### config.mk
export PLATFORM = sky130hd
export DESIGN_NAME = ret_volt_seq
export DESIGN_NICKNAME = d
export VERILOG_FILES = /design/src/rtl/ret_volt_seq.sv
export SDC_FILE = /design/constraint.sdc
export NUM_CORES = 1
export LEC_CHECK = 0
export ABC_AREA = 1
export BUFFER_PORTS_ARGS = -buffer_cell sky130_fd_sc_hd__buf_2
export CORE_MARGIN = 2
export CORE_UTILIZATION = 50
export DETAILED_ROUTE_END_ITERATION = 10
export PLACE_DENSITY = 0.71
export SLEW_MARGIN = 20
export SYNTH_ARGS = -nofsm -noshare
export SYNTH_HDL_FRONTEND = slang
export SYNTH_SLANG_ARGS = --single-unit
### constraint.sdc
create_clock -name clk -period 1.56 [get_ports clk]
set_input_delay 0.312 -clock clk [delete_from_list [all_inputs] [get_ports clk]]
set_output_delay 0.312 -clock clk [all_outputs]
set_load 0.01 [all_outputs]
### src/rtl/ret_volt_seq.sv
module ret_volt_seq #(
  parameter int BO_W  = 8,
  parameter int TO_W  = 8,
  parameter int CNT_W = 8
) (
  input  logic             clk,
  input  logic             rst_n,
  input  logic             dev_active,
  input  logic             acc_n,
  input  logic             deny,
  input  logic             v_stable,
  input  logic [BO_W-1:0]  backoff_cycles,
  input  logic [TO_W-1:0]  timeout_cycles,
  output logic             req_n,
  output logic             ret_sel,
  output logic             volt_err,
  output logic [CNT_W-1:0] entry_cnt,
  output logic [CNT_W-1:0] deny_cnt
);

  typedef enum logic [2:0] {
    S_RUN, S_REQ, S_RET, S_RESTORE, S_EXIT, S_DENIED
  } st_t;

  st_t             st;
  logic [BO_W-1:0] bo;
  logic [TO_W-1:0] tmr;

  assign req_n   = !(st == S_REQ || st == S_RET || st == S_RESTORE);
  assign ret_sel = (st == S_RET);

  always_ff @(posedge clk or negedge rst_n) begin
    if (!rst_n) begin
      st        <= S_RUN;
      bo        <= '0;
      tmr       <= '0;
      volt_err  <= 1'b0;
      entry_cnt <= '0;
      deny_cnt  <= '0;
    end else begin
      case (st)
        S_RUN:
          if (!dev_active) st <= S_REQ;
        S_REQ:
          if (deny) begin
            st       <= S_DENIED;
            bo       <= backoff_cycles;
            deny_cnt <= deny_cnt + 1'b1;
          end else if (!acc_n) begin
            st        <= S_RET;
            entry_cnt <= entry_cnt + 1'b1;
          end
        S_RET:
          if (dev_active) begin
            st  <= S_RESTORE;
            tmr <= '0;
          end
        S_RESTORE:
          if (v_stable) st <= S_EXIT;
          else if (tmr == timeout_cycles) volt_err <= 1'b1;
          else tmr <= tmr + 1'b1;
        S_EXIT:
          if (acc_n) st <= S_RUN;
        S_DENIED: begin
          if (bo != '0) bo <= bo - 1'b1;
          if (bo == '0 && !deny) st <= S_RUN;
        end
        default: st <= S_RUN;
      endcase
    end
  end

  p_req_on_idle_r2: assert property (@(posedge clk) disable iff (!rst_n)
    (st == S_RUN && !dev_active) |=> !req_n);
  p_lower_after_accept_r3: assert property (@(posedge clk) disable iff (!rst_n)
    $rose(ret_sel) |-> ($past(!acc_n) && $past(!deny)));
  p_deny_release_r4: assert property (@(posedge clk) disable iff (!rst_n)
    (st == S_REQ && deny) |=> (req_n && !ret_sel));
  p_restore_first_r6: assert property (@(posedge clk) disable iff (!rst_n)
    (st == S_RET && dev_active) |=> (!ret_sel && !req_n));
  p_release_stable_r7: assert property (@(posedge clk) disable iff (!rst_n)
    (st == S_RESTORE && !v_stable) |=> !req_n);
  p_err_sticky_r8: assert property (@(posedge clk) disable iff (!rst_n)
    volt_err |=> volt_err);
  p_exit_wait_r9: assert property (@(posedge clk) disable iff (!rst_n)
    (st == S_EXIT && !acc_n) |=> (req_n && st == S_EXIT));

endmodule

==> reports/metrics.yaml <==
ys_ff_latch: 36
grt_overflow_total: 0
cts_buffer_depth: 2
grt_use_met1_pct: 26.88
irDropWorstVdd_uv: 876.2
fin_crit_sh_pct: 97.14
cp_max_fo: 4
diodes: 0
grt_max_degree: 20
holdCritPathClass: "primary input to register"
cts.sinks: 36
num_vias: 2086
fin_ws_ns: 0.04461
synth_edf_count: 0
gr-usage-met2_pct: 31.28
final_nets: 389
synth.avg_cell_area_sq_um: 7.470
synth_cell_types: 32
grt_pass1_wl_microns: 8135
finalPower_mw: 4.023
totalWireLength_microns: 4748
crit_arrival_ns: 1.20
hold_viol: 0
syn_to_final_growth_pct: 20.43
worst_setup_path_start_kind: "register"
syn-instance-count: 305
ant_nets: 0
pin_count: 41
syn-num-nets: 332
avgViaCountPerCell: 5.039
busiest_layer: "met2"
holdWs_ns: 0.2637
num_rows: 24
clkTransAtPathRegs_ns: 0.07
rsz0062_at_grt: "no"
cts_tree: "yes"
power.density_nw_per_um2: 1466
dpl_cell_area_sq_um: 2601
min_period_ns: 1.515
maxCapViolations: 0
run_status: "complete, no violations"
design_area_sq_um: 2744
syn-cell-area_sq_um: 2278
ys_seq_area_share_pct: 39.54
dieArea_sq_um: 5113
place_congestion: 0.8298
grt_use_total_pct: 20.18
fin_skew_ns: 0.007737
core_sq_um: 4384
clk_latency_ns: 0.29
die_w_microns: 71.51
setup_viol_count_final: 0
grt_pass1_vias: 1874
p_leak_nw: 1.478
fp.dieH_microns: 71.51
use_met3_pct: 4.501
drive_above_1_share_pct: 23.48
drc: 0
fin_setup_tns_ns: 0
end_kind: "output port"
slew_headroom_pct: 70.38
start_util_pct: 51.97
cts-root-buf: "clkbuf_8"
cts_inserted_buffers: 5
ys.warnings.count: 0
path_class: "register to output port"
critical_path_required_ns: 1.25
yosys_most_used_dff: "dfrtp_1"
finalMaxSlewViolations: 0
antenna_found_initial: 0
routedWlPerCell_microns: 11.47
synthArstFlopShare_pct: 100.0
dp_slack_ns: 0.06860
drt_iter0_markers: 74
cts-htree-levels: 2
tightest_slew_ns: 0.4444
dr.pass1.iters: 4
place_hpwl_microns: 3529
fmax_ghz: 0.6599
portBuffers: 40
[cell usage after synthesis, types with 3 or more instances]
master / n / share of area [%]
dfrtp_1: 36 / 40
nand3_1: 25 / 5.5
inv_1: 40 / 6.6
nand3_2: 3 / 1.3
o21ai_1: 5 / 1.1
nor2_2: 6 / 1.6
xnor2_1: 10 / 3.8
nand2_1: 99 / 16
xor2_1: 8 / 3.1
nand2_4: 4 / 2.0
ha_1: 5 / 2.7
nand4_1: 6 / 1.6
nor3_1: 3 / 0.66
nor2_1: 21 / 3.5
o21ai_0: 12 / 2.6
[metrics by stage]
step | std cells | utilization (%)
2_1_floorplan | 305 | -
3_3_place_gp | 404 | 59.33
3_5_place_dp | 404 | 59.33
4_1_cts | 412 | 61.90
5_1_grt | 414 | 62.59
6_report | 414 | 62.59
[layout make-up]
class,count,area (sq um)
sequential,36,902.1
clock buffer,7,96.34
fill,388,1640
inverter,44,171.4
tap,52,65.06
multi-input combinational,223,1204
timing repair buffer,52,305.3
[kinds of logic after synthesis]
| family | Yosys count | synth area share (%) |
|---|---|---|
| flip-flops | 36 | 39.54 |
| AND/OR/NAND/NOR | 175 | 35.75 |
| buffers and inverters | 46 | 8.512 |
| AO/OA/AOI/OAI | 25 | 6.535 |
| XOR/XNOR | 18 | 6.919 |
| adder cells (fa/ha/maj) | 5 | 2.746 |
[repair_timing]
item,CTS,global route
setup endpoints to repair,1,13
pin swaps,0,1
buffers inserted,0,2
gates resized for setup,2,3
hold buffers,1,0
endpoints found under the hold margin,17,0
[worst max-delay path: stages (launching register included)]
cell and delay (ns):
dfrtp_1 0.43, inv_2 0.13, nand3_2 0.14, inv_1 0.09, buf_2 0.12
[placed cells by master, fill, tap and decap left out, drive strengths merged]
master         n
clkbuf         7
nand3         29
clkinv         2
buf           51
dlygate4sd3    1
ha             5
nand3b         1
nor3b          3
nand2        104
xor2           8
a21oi          2
o21ai         18
a31o           1
xnor2         10
o22ai          1
nor2          27
o211ai         2
or2            2
dfrtp         36
o21bai         1
nor3           3
nand4          6
inv           42
[worst paths after layout]
path	start	endpoint	slack, ns	cells after the start
max	st[2]	ret_sel	0.04	4
min	backoff_cycles[5]	bo[5]	0.26	3
max reg2reg	st[0]	st[2]	0.14	8
min reg2reg	volt_err	volt_err	0.49	1
max in group asynchronous	rst_n	st[0]	0.60	3
min in group asynchronous	rst_n	tmr[5]	0.49	2
[per-layer routing]
layer	part of all wire, %	vias to the layer above	routed length (microns)
li1	-	1074	-
met2	44	62	2099
met4	2.4	0	116
met3	5.9	12	278
met1	47	938	2253
met5	0	-	0
[sequential cells by signal, summed over array words and instances, names as in the netlist]
name       count
bo             8
deny_cnt       8
entry_cnt      8
tmr            8
st             3
volt_err       1
[where the power goes]
group | leakage [nW] | switching (mW) | internal (mW)
registers | 0.466 | 0.290 | 1.23
clock network | 0.0503 | 0.342 | 0.394
logic | 0.962 | 1.07 | 0.704
Power figures use the tool's default switching activity.
